===== src/rtl/tone_host_pkg.sv =====
package tone_host_pkg;

  localparam int CTRL_W = 4;

  // control A fields
  localparam int A_TONE_EN = 0;
  localparam int A_CP_MODE = 1;
  localparam int A_IRQ_EN  = 2;
  localparam int A_ROUTE_B = 3;

  // control B fields
  localparam int B_BURST   = 0;
  localparam int B_TEST    = 1;
  localparam int B_SINGLE  = 2;
  localparam int B_COLROW  = 3;

  // status fields
  localparam int S_PEND    = 0;
  localparam int S_TXRDY   = 1;
  localparam int S_RXRDY   = 2;

  typedef enum logic [2:0] {
    ACC_NONE,
    ACC_TX_WR,
    ACC_RX_RD,
    ACC_CTRL_WR,
    ACC_STAT_RD
  } acc_e;

endpackage


===== src/rtl/tone_access_decode.sv =====
module tone_access_decode
  import tone_host_pkg::*;
(
  input  logic stb_i,
  input  logic sel_i,
  input  logic rw_i,
  output acc_e acc_o
);

  always_comb begin
    acc_o = ACC_NONE;
    if (stb_i) begin
      unique case ({sel_i, rw_i})
        2'b00:   acc_o = ACC_TX_WR;
        2'b01:   acc_o = ACC_RX_RD;
        2'b10:   acc_o = ACC_CTRL_WR;
        default: acc_o = ACC_STAT_RD;
      endcase
    end
  end

endmodule


===== src/rtl/tone_ctrl_regs.sv =====
module tone_ctrl_regs
  import tone_host_pkg::*;
(
  input  logic              clk,
  input  logic              rst_n,
  input  logic              ctrl_wr_i,
  input  logic [CTRL_W-1:0] wdata_i,
  output logic [CTRL_W-1:0] ctrl_a_o,
  output logic [CTRL_W-1:0] ctrl_b_o
);

  logic [CTRL_W-1:0] a_q, a_d;
  logic [CTRL_W-1:0] b_q, b_d;
  logic              a_en, b_en;
  logic              to_b;

  assign to_b = a_q[A_ROUTE_B];

  always_comb begin
    a_en = 1'b0;
    b_en = 1'b0;
    a_d  = a_q;
    b_d  = b_q;
    if (ctrl_wr_i) begin
      if (to_b) begin
        b_en            = 1'b1;
        b_d             = wdata_i;
        a_en            = 1'b1;
        a_d[A_ROUTE_B]  = 1'b0;
      end else begin
        a_en = 1'b1;
        a_d  = wdata_i;
      end
    end
  end

  always_ff @(posedge clk or negedge rst_n) begin
    if (!rst_n) begin
      a_q <= '0;
      b_q <= '0;
    end else begin
      if (a_en) a_q <= a_d;
      if (b_en) b_q <= b_d;
    end
  end

  assign ctrl_a_o = a_q;
  assign ctrl_b_o = b_q;


  route_once_chk: assert property (@(posedge clk) disable iff (!rst_n)
    (ctrl_wr_i && to_b) |=> (!a_q[A_ROUTE_B] && b_q == $past(wdata_i)));

endmodule


===== src/rtl/tone_event_flags.sv =====
module tone_event_flags
  import tone_host_pkg::*;
#(
  parameter int CODE_W = 4
) (
  input  logic              clk,
  input  logic              rst_n,
  input  logic              tx_wr_i,
  input  logic              stat_rd_i,
  input  logic [CODE_W-1:0] wdata_i,
  input  logic              rx_valid_i,
  input  logic [CODE_W-1:0] rx_code_i,
  input  logic              tx_ready_i,
  input  logic              cp_mode_i,
  input  logic              burst_i,
  output logic [CODE_W-1:0] tx_code_o,
  output logic              tx_load_o,
  output logic [CODE_W-1:0] rx_code_o,
  output logic              rx_flag_o,
  output logic              tx_flag_o
);

  logic [CODE_W-1:0] tx_code_q, rx_code_q;
  logic              tx_load_q, rx_flag_q, tx_flag_q;
  logic              rx_flag_d, tx_flag_d;
  logic              rx_take, tx_take;

  assign rx_take = rx_valid_i && !cp_mode_i;
  assign tx_take = tx_ready_i && burst_i;

  always_comb begin
    rx_flag_d = rx_flag_q;
    tx_flag_d = tx_flag_q;
    if (stat_rd_i) begin
      rx_flag_d = 1'b0;
      tx_flag_d = 1'b0;
    end
    if (rx_take) rx_flag_d = 1'b1;
    if (tx_take) tx_flag_d = 1'b1;
  end

  always_ff @(posedge clk or negedge rst_n) begin
    if (!rst_n) begin
      tx_code_q <= '0;
      rx_code_q <= '0;
      tx_load_q <= 1'b0;
      rx_flag_q <= 1'b0;
      tx_flag_q <= 1'b0;
    end else begin
      tx_load_q <= tx_wr_i;
      rx_flag_q <= rx_flag_d;
      tx_flag_q <= tx_flag_d;
      if (tx_wr_i) tx_code_q <= wdata_i;
      if (rx_take) rx_code_q <= rx_code_i;
    end
  end

  assign tx_code_o = tx_code_q;
  assign tx_load_o = tx_load_q;
  assign rx_code_o = rx_code_q;
  assign rx_flag_o = rx_flag_q;
  assign tx_flag_o = tx_flag_q;


  tx_load_chk: assert property (@(posedge clk) disable iff (!rst_n)
    tx_wr_i |=> (tx_load_q && tx_code_q == $past(wdata_i)));


  cp_rx_ignored_chk: assert property (@(posedge clk) disable iff (!rst_n)
    (rx_valid_i && cp_mode_i && !stat_rd_i) |=> ($stable(rx_code_q) && $stable(rx_flag_q)));


  tx_nonburst_chk: assert property (@(posedge clk) disable iff (!rst_n)
    (tx_ready_i && !burst_i && !stat_rd_i) |=> $stable(tx_flag_q));


  stat_clear_chk: assert property (@(posedge clk) disable iff (!rst_n)
    (stat_rd_i && !rx_take && !tx_take) |=> (!rx_flag_q && !tx_flag_q));

endmodule


===== src/rtl/tone_irq_drive.sv =====
module tone_irq_drive (
  input  logic irq_en_i,
  input  logic cp_mode_i,
  input  logic cp_wave_i,
  input  logic rx_flag_i,
  input  logic tx_flag_i,
  output logic pending_o,
  output logic irq_n_o
);

  logic pass_cp;

  assign pass_cp   = irq_en_i && cp_mode_i;
  assign pending_o = irq_en_i && !cp_mode_i && (rx_flag_i || tx_flag_i);

  always_comb begin
    if (pass_cp) irq_n_o = !cp_wave_i;
    else         irq_n_o = !pending_o;
  end

endmodule


===== src/rtl/tone_host_regs.sv =====
module tone_host_regs
  import tone_host_pkg::*;
#(
  parameter int CODE_W = 4
) (
  input  logic              clk,
  input  logic              rst_n,
  input  logic              stb_i,
  input  logic              sel_i,
  input  logic              rw_i,
  input  logic [CODE_W-1:0] wdata_i,
  output logic [CODE_W-1:0] rdata_o,
  input  logic              rx_valid_i,
  input  logic [CODE_W-1:0] rx_code_i,
  input  logic              tx_ready_i,
  input  logic              cp_wave_i,
  output logic [CODE_W-1:0] tx_code_o,
  output logic              tx_load_o,
  output logic [CTRL_W-1:0] ctrl_a_o,
  output logic [CTRL_W-1:0] ctrl_b_o,
  output logic              irq_n_o
);

  acc_e              acc;
  logic [CTRL_W-1:0] ctrl_a, ctrl_b;
  logic [CODE_W-1:0] rx_code;
  logic [CODE_W-1:0] status;
  logic              rx_flag, tx_flag, pending;

  tone_access_decode u_dec (
    .stb_i (stb_i),
    .sel_i (sel_i),
    .rw_i  (rw_i),
    .acc_o (acc)
  );

  tone_ctrl_regs u_ctrl (
    .clk       (clk),
    .rst_n     (rst_n),
    .ctrl_wr_i (acc == ACC_CTRL_WR),
    .wdata_i   (wdata_i[CTRL_W-1:0]),
    .ctrl_a_o  (ctrl_a),
    .ctrl_b_o  (ctrl_b)
  );

  tone_event_flags #(.CODE_W(CODE_W)) u_flags (
    .clk        (clk),
    .rst_n      (rst_n),
    .tx_wr_i    (acc == ACC_TX_WR),
    .stat_rd_i  (acc == ACC_STAT_RD),
    .wdata_i    (wdata_i),
    .rx_valid_i (rx_valid_i),
    .rx_code_i  (rx_code_i),
    .tx_ready_i (tx_ready_i),
    .cp_mode_i  (ctrl_a[A_CP_MODE]),
    .burst_i    (ctrl_b[B_BURST]),
    .tx_code_o  (tx_code_o),
    .tx_load_o  (tx_load_o),
    .rx_code_o  (rx_code),
    .rx_flag_o  (rx_flag),
    .tx_flag_o  (tx_flag)
  );

  tone_irq_drive u_irq (
    .irq_en_i  (ctrl_a[A_IRQ_EN]),
    .cp_mode_i (ctrl_a[A_CP_MODE]),
    .cp_wave_i (cp_wave_i),
    .rx_flag_i (rx_flag),
    .tx_flag_i (tx_flag),
    .pending_o (pending),
    .irq_n_o   (irq_n_o)
  );

  always_comb begin
    status          = '0;
    status[S_PEND]  = pending;
    status[S_TXRDY] = tx_flag;
    status[S_RXRDY] = rx_flag;
  end

  always_comb begin
    unique case (acc)
      ACC_RX_RD:   rdata_o = rx_code;
      ACC_STAT_RD: rdata_o = status;
      default:     rdata_o = '0;
    endcase
  end

  assign ctrl_a_o = ctrl_a;
  assign ctrl_b_o = ctrl_b;


  irq_follow_chk: assert property (@(posedge clk) disable iff (!rst_n)
    (rx_valid_i && !ctrl_a[A_CP_MODE] && ctrl_a[A_IRQ_EN] && !stb_i) |=> !irq_n_o);


  idle_ctrl_chk: assert property (@(posedge clk) disable iff (!rst_n)
    !stb_i |=> ($stable(ctrl_a_o) && $stable(ctrl_b_o)));

endmodule


===== config.mk =====
export PLATFORM = sky130hd
export DESIGN_NAME = tone_host_regs
export DESIGN_NICKNAME = d
export VERILOG_FILES = /design/src/rtl/tone_host_pkg.sv /design/src/rtl/tone_access_decode.sv /design/src/rtl/tone_ctrl_regs.sv /design/src/rtl/tone_event_flags.sv /design/src/rtl/tone_irq_drive.sv /design/src/rtl/tone_host_regs.sv
export SDC_FILE = /design/constraint.sdc
export NUM_CORES = 1
export LEC_CHECK = 0
export BUFFER_PORTS_ARGS = -buffer_cell sky130_fd_sc_hd__buf_2
export CAP_MARGIN = 30
export CORE_MARGIN = 1
export CORE_UTILIZATION = 51
export CTS_CLUSTER_DIAMETER = 60
export DETAILED_ROUTE_END_ITERATION = 12
export PLACE_DENSITY_LB_ADDON = 0.2
export SETUP_SLACK_MARGIN = 0.4
export SKIP_CTS_REPAIR_TIMING = 1
export SYNTH_ARGS = -nofsm -noshare
export SYNTH_HDL_FRONTEND = slang
export SYNTH_SLANG_ARGS = --single-unit
export TNS_END_PERCENT = 30

===== constraint.sdc =====
create_clock -name clk -period 4.4 [get_ports clk]
set_input_delay 0.66 -clock clk [delete_from_list [all_inputs] [get_ports clk]]
set_output_delay 0.66 -clock clk [all_outputs]
set_load 0.02 [all_outputs]

==> results by group, run 1 <==
Status
  • Outcome: completed

Run
  • Maxcap violations: 0

Floorplan
  • Initial Utilization: 57.7%
  • Die width: 44.2 um
  • Core area: 1580 um^2
  • Boundary Pins: 34
  • Die area: 1960 um^2
  • # rows: 14
  • Die Y: 44.2 um

Route
  • Routed Antenna Nets: 0
  • DR iter-0 viols: 7
  • Routed wirelength normalized by instance count: 13.0 um
  • DRT Pass-1 Iters: 5
  • Via-per-instance ratio: 5.53
  • DR vias: 647
  • DRC: 0
  • DRT Wirelength: 1.52 mm

Critical path
  • Setup crit start kind: primary input
  • CP max FO: 5
  • Worst setup path class: in2out
  • CP max stage cell: nor4b_1
  • Worst Path Required: 3740 ps
  • Critical path arrival: 2240 ps
  • CP dominant cell by count: buf_2
  • Crit end category: primary output
  • Critical path cell sequence: buf_2, inv_1, ha_1, nand2b_4, nor4b_1, a22o_1, buf_2
  • Max incr delay on CP: 610 ps

Timing
  • Period utilisation layout: 66.0%
  • TNS Setup: 0 ps
  • Final Max Slew Viols: 0
  • Actual slew at the worst max-slew pin: 723 ps
  • Worst hold slack: 284 ps
  • Setup-failing EPs final: 0
  • Slew HR: 51.1%
  • Clock Skew: 10.7 ps
  • Final Hold Fails: 0
  • Unrepaired setup endpoints after global routing: false
  • Fmax: 344 MHz
  • Min Tclk post-route: 2900 ps

Synth
  • Gate Count Post-Synth: 68
  • Synth Area per Inst: 13.4 um^2
  • Sequential area share after synthesis: 52.3%
  • Yosys warns: 0
  • Seq cells post-synth: 19
  • Cell variety after synth: 26
  • Post-synthesis net count: 87
  • Cell area after synthesis: 910 um^2

Cells and area
  • # diodes: 0
  • Finished Core Util: 69.4%
  • Fraction of layout cells with a size suffix above 1: 54.5%
  • Most frequent cells in the layout: buf_2, dfrtp_1, mux2_2
  • Commonest non-fill, non-tap cell in the layout: buf_2
  • Layout area overhead: 20.4%
  • Final instance area: 1090 um^2
  • Layout Nets: 121

Global route
  • Largest net degree at the start of global routing: 20
  • First-pass GRT wire length: 2.55 mm
  • GRT Overall Usage: 17.9%
  • Antenna violations before repair: 0
  • Grt total ovfl: 0
  • Vias in the first global route: 613

Clock network
  • H-tree lvl count: 1
  • CTS buffer count: 3
  • Sinks on Clock Net: 19
  • Root Buffer: clkbuf_4
  • CTS tree: built
  • Skew-Pair Late Insertion Delay: 290 ps
  • Clock slew at reported path FFs: 110 ps
  • CTS max path bufs: 2

Placement
  • GPL Wtd Cong: 0.758
  • Placed cell area: 1070 um^2
  • Final HPWL DP: 1.20 mm
  • I/O Buffers: 33

Pwr
  • Worst vdd ir: 0.246 mV
  • Static Leakage: 0.573 nW
  • Power density over cell area: 538 nW/um^2

Min path
  • Hold Path Class: in2async
metal layers:
layer  vias to the layer above  share of wire, %  global-route usage (%)
met4                         0              0.66                    7.27
met1                       318                48                    25.0
met5                         -                 0                       0
li1                        307                 -                       -
met3                         2               4.3                    2.45
met2                        20                47                    28.2
worst paths after layout:
check                                                      start                               end  slack [ps]  depth (start not counted)
worst min register to register  u_flags.rx_code_o[3]$_DFFE_PN0P_  u_flags.rx_code_o[3]$_DFFE_PN0P_         510                          1
max in group asynchronous                                  rst_n    u_ctrl.ctrl_a_o[1]$_DFFE_PN0P_        3820                          1
min in group clk                u_flags.rx_code_o[3]$_DFFE_PN0P_  u_flags.rx_code_o[3]$_DFFE_PN0P_         510                          1
worst max-delay path                                       sel_i                        rdata_o[2]        1500                          7
worst min-delay path                                       rst_n    u_ctrl.ctrl_b_o[2]$_DFFE_PN0P_         280                          1
worst max register to register    u_ctrl.ctrl_a_o[3]$_DFFE_PN0N_    u_ctrl.ctrl_b_o[0]$_DFFE_PN0P_        2900                          3
state kept, by name, indices dropped and copies added (netlist names):
register,flops
u_ctrl.ctrl_a_o,4
u_ctrl.ctrl_b_o,4
u_flags.rx_code_o,4
u_flags.rx_flag_o,1
u_flags.tx_code_o,4
u_flags.tx_flag_o,1
u_flags.tx_load_o,1
cells in the mapped netlist (all sizes together):
cell type / n / area [um^2]
and2: 2 / 12.5
nand2b: 1 / 13.8
o21ai: 2 / 13.8
o211ai: 1 / 7.51
mux2: 15 / 184
inv: 5 / 18.8
ha: 3 / 37.5
or3: 2 / 17.5
nor2b: 1 / 6.26
o31ai: 1 / 7.51
nand4b: 1 / 8.76
nor4b: 1 / 8.76
nand3: 1 / 5.00
nand2: 1 / 3.75
a21o: 1 / 7.51
dfrtp: 19 / 475
buf: 4 / 27.5
nor3: 1 / 5.00
a22o: 3 / 26.3
nor2: 1 / 3.75
o2bb2ai: 1 / 8.76
and4b: 1 / 10.0
layout make-up:
cell class                      count  area (um^2)
Multi-Input combinational cell     40          388
Sequential cell                    19          475
Tap cell                           16         20.0
Clock buffer                        3         22.5
Inverter                            5         18.8
Clock inverter                      1         5.00
Fill cell                         127          482
Timing Repair Buffer               33          165
through the flow:
step / setup slack (ps) / instances / power (mW)
global placement: 1630 / 113 / 0.505
CTS: 1490 / 117 / 0.595
global route: 1350 / 117 / 0.628
finish: 1500 / 117 / 0.589
floorplan: 1880 / 68 / 0.447
detailed placement: 1490 / 113 / 0.510
cells by family after synthesis:
family | after synthesis | synth area share (%)
DFF | 19 | 52.3
muxes | 15 | 20.2
and+or+nand+nor | 13 | 10.5
AOI/OAI and AO/OA | 9 | 7.84
buffers and inverters | 9 | 5.09
adders and majority gates | 3 | 4.13
power breakdown:
part,internal (mW),leakage [nW],switching (mW)
Combinational,0.106,0.329,0.121
Sequential,0.237,0.226,0.0407
Clock,0.0337,0.0177,0.0508
worst max-delay path, delay by kind of cell:
kind            cells  cell delay [ps]
simple gates        2              690
compound gates      1              240
fa+ha+maj           1              350
buf+inv             3              290
Power figures use the tool's default switching activity.
==> inputs of run 2 (changes only) <==
--- a/config.mk
+++ b/config.mk
@@ -8,7 +8,7 @@
 export BUFFER_PORTS_ARGS = -buffer_cell sky130_fd_sc_hd__buf_2
 export CAP_MARGIN = 30
 export CORE_MARGIN = 1
-export CORE_UTILIZATION = 51
+export CORE_UTILIZATION = 47
 export CTS_CLUSTER_DIAMETER = 60
 export DETAILED_ROUTE_END_ITERATION = 12
 export PLACE_DENSITY_LB_ADDON = 0.2
==> constraint.sdc (replaced) <==
create_clock -name clk -period 2.9 [get_ports clk]
set_input_delay 0.435 -clock clk [delete_from_list [all_inputs] [get_ports clk]]
set_output_delay 0.435 -clock clk [all_outputs]
set_load 0.02 [all_outputs]
==> run 2 against run 1 <==
Against the previous run: sequential share of layout area fell by 0.64 points; critical path type unchanged; clock-buffer cell count rose by 1; non-clock buffer count stayed put; setup slack got worse by 790 ps; final cell count is 7.7% higher; register-to-register slack got worse by 1500 ps; critical path depth is the same; sequential power is 51% higher; global-route usage down 0.54 points; sequential cell count stayed put; clock power up 57%; die area is 8.1% higher.
==> results by group, run 2 (same netlist as run 1, synthesis figures left out) <==
Status
  • Outcome: completed

Clock network
  • H-tree lvl count: 1 (unchanged)
  • CTS buffer count: 3 (unchanged)
  • CTS max path bufs: 2 (unchanged)
  • Skew-Pair Late Insertion Delay: 300 ps (about the same)
  • Sinks on Clock Net: 19 (unchanged)
  • Root Buffer: clkbuf_4
  • Clock slew at reported path FFs: 110 ps (about the same)
  • CTS tree: built

Critical path
  • Max incr delay on CP: 380 ps (-230 ps)
  • Crit end category: primary output
  • Worst setup path class: in2out
  • Setup crit start kind: primary input
  • Worst Path Required: 2470 ps (-1270 ps)
  • Critical path arrival: 1760 ps (-480 ps)
  • CP dominant cell by count: buf_2
  • Critical path cell sequence: buf_2, inv_1, ha_1, nand2b_4, nor4b_2, o2bb2ai_1, buf_2
  • CP max stage cell: nor4b_2
  • CP max FO: 5 (unchanged)
  • Reg2Reg Depth: 3 (unchanged)

Route
  • Routed wirelength normalized by instance count: 12.6 um (-3.2%)
  • DRC: 0 (unchanged)
  • DRT Pass-1 Iters: 4 (-1)
  • DR vias: 626 (-3.2%)
  • DRT Wirelength: 1.59 mm (+4.2%)
  • Routed Antenna Nets: 0 (unchanged)
  • Via-per-instance ratio: 4.97 (-10%)
  • DR iter-0 viols: 5 (-2)

Timing
  • TNS Setup: 0 ps (unchanged)
  • Min Tclk post-route: 2190 ps
  • Unrepaired setup endpoints after global routing: false
  • Final Max Slew Viols: 0 (unchanged)
  • Actual slew at the worst max-slew pin: 652 ps (-71.3 ps)
  • Final Hold Fails: 0 (unchanged)
  • Setup-failing EPs final: 0 (unchanged)
  • Slew HR: 56.2% (+5.1 points)
  • Clock Skew: 7.85 ps (-2.86 ps)
  • Fmax: 456 MHz
  • Period utilisation layout: 75.7%

Placement
  • Placed cell area: 1080 um^2 (+1.1%)
  • I/O Buffers: 33 (unchanged)
  • GPL Wtd Cong: 0.669 (-12%)
  • Cells after DPL: 122 (+8.0%)
  • Final HPWL DP: 1.26 mm (+4.7%)

Cells and area
  • Finished Core Util: 63.0% (-6.5 points)
  • Fraction of layout cells with a size suffix above 1: 54.5% (unchanged)
  • Layout area overhead: 22.1%
  • Non-Filler Instances: 126 (+7.7%)
  • # diodes: 0 (unchanged)
  • Most frequent cells in the layout: buf_2, dfrtp_1, mux2_2
  • Commonest non-fill, non-tap cell in the layout: buf_2
  • Layout Nets: 121 (unchanged)
  • Final instance area: 1110 um^2 (+1.5%)

Global route
  • Largest net degree at the start of global routing: 20 (unchanged)
  • GRT Overall Usage: 17.4% (-0.54 points)
  • Vias in the first global route: 563 (-8.2%)
  • Antenna violations before repair: 0 (unchanged)
  • First-pass GRT wire length: 2.53 mm (-0.82%)
  • Grt total ovfl: 0 (unchanged)

Run
  • Maxcap violations: 0 (unchanged)

Pwr
  • Static Leakage: 0.572 nW (-0.18%)
  • Power density over cell area: 810 nW/um^2 (+50%)
  • Pwr Total: 0.900 mW (+53%)
  • Worst vdd ir: 0.422 mV (+71%)

Floorplan
  • # rows: 15 (+1)
  • Initial Utilization: 51.6% (-6.1 points)
  • Core area: 1760 um^2 (+12%)
  • Die width: 46.0 um (+4.0%)
  • Die area: 2120 um^2 (+8.1%)
  • Die Y: 46.0 um (+4.0%)
  • Boundary Pins: 34 (unchanged)

Min path
  • Hold Path Class: in2async
-- run 2: cell types whose count changed in the layout (fill, tap and decap cells not counted), sizes merged --
cell and change:
clkinv -1, clkbuf +1
-- run 2: path summary, 6_finish.rpt --
kind	slack (ps)	end	start
max	710	rdata_o[0]	sel_i
min	60	u_flags.tx_load_o$_DFF_PN0_	rst_n
max reg2reg	1350	u_ctrl.ctrl_b_o[2]$_DFFE_PN0P_	u_ctrl.ctrl_a_o[3]$_DFFE_PN0N_
min reg2reg	510	u_flags.rx_code_o[3]$_DFFE_PN0P_	u_flags.rx_code_o[3]$_DFFE_PN0P_
max in group asynchronous	2550	u_ctrl.ctrl_a_o[0]$_DFFE_PN0P_	rst_n
min in group clk	370	u_flags.rx_code_o[3]$_DFFE_PN0P_	rx_code_i[3]
-- run 2: cell type report --
class / count / area (um^2)
Timing Repair Buffer: 33 / 165
Sequential cell: 19 / 475
Tap cell: 25 / 31.3
Clock buffer: 4 / 26.3
Fill cell: 178 / 653
Multi-Input combinational cell: 40 / 394
Inverter: 5 / 18.8
-- run 2: power by group --
group | switching, mW | internal, mW
Clock | 0.0795 | 0.0535
Sequential | 0.0605 | 0.360
Combinational | 0.185 | 0.161
Total | 0.325 | 0.575
-- run 2: critical path: cells and delay by family --
| kind | cells | cell delay [ps] |
|---|---|---|
| AO/OA/AOI/OAI | 1 | 180 |
| buffers and inverters | 3 | 330 |
| adder cells (fa/ha/maj) | 1 | 350 |
| AND/OR/NAND/NOR | 2 | 470 |
-- run 2: layer usage --
layer  vias to the layer above  GRT usage [%]  share of wire, %
met3                         2           4.76               5.3
met5                         -              0                 0
met4                         0           7.06              0.82
met2                        22           26.2                47
li1                        306              -                 -
met1                       296           23.4                47
-- run 2: stage by stage --
| stage | hold WS, ps | setup slack [ps] |
|---|---|---|
| floorplan | 139 | 835 |
| global placement | 393 | 520 |
| detailed placement | 390 | 491 |
| CTS | 61.4 | 494 |
| global route | 81.7 | 605 |
| finish | 55.4 | 705 |
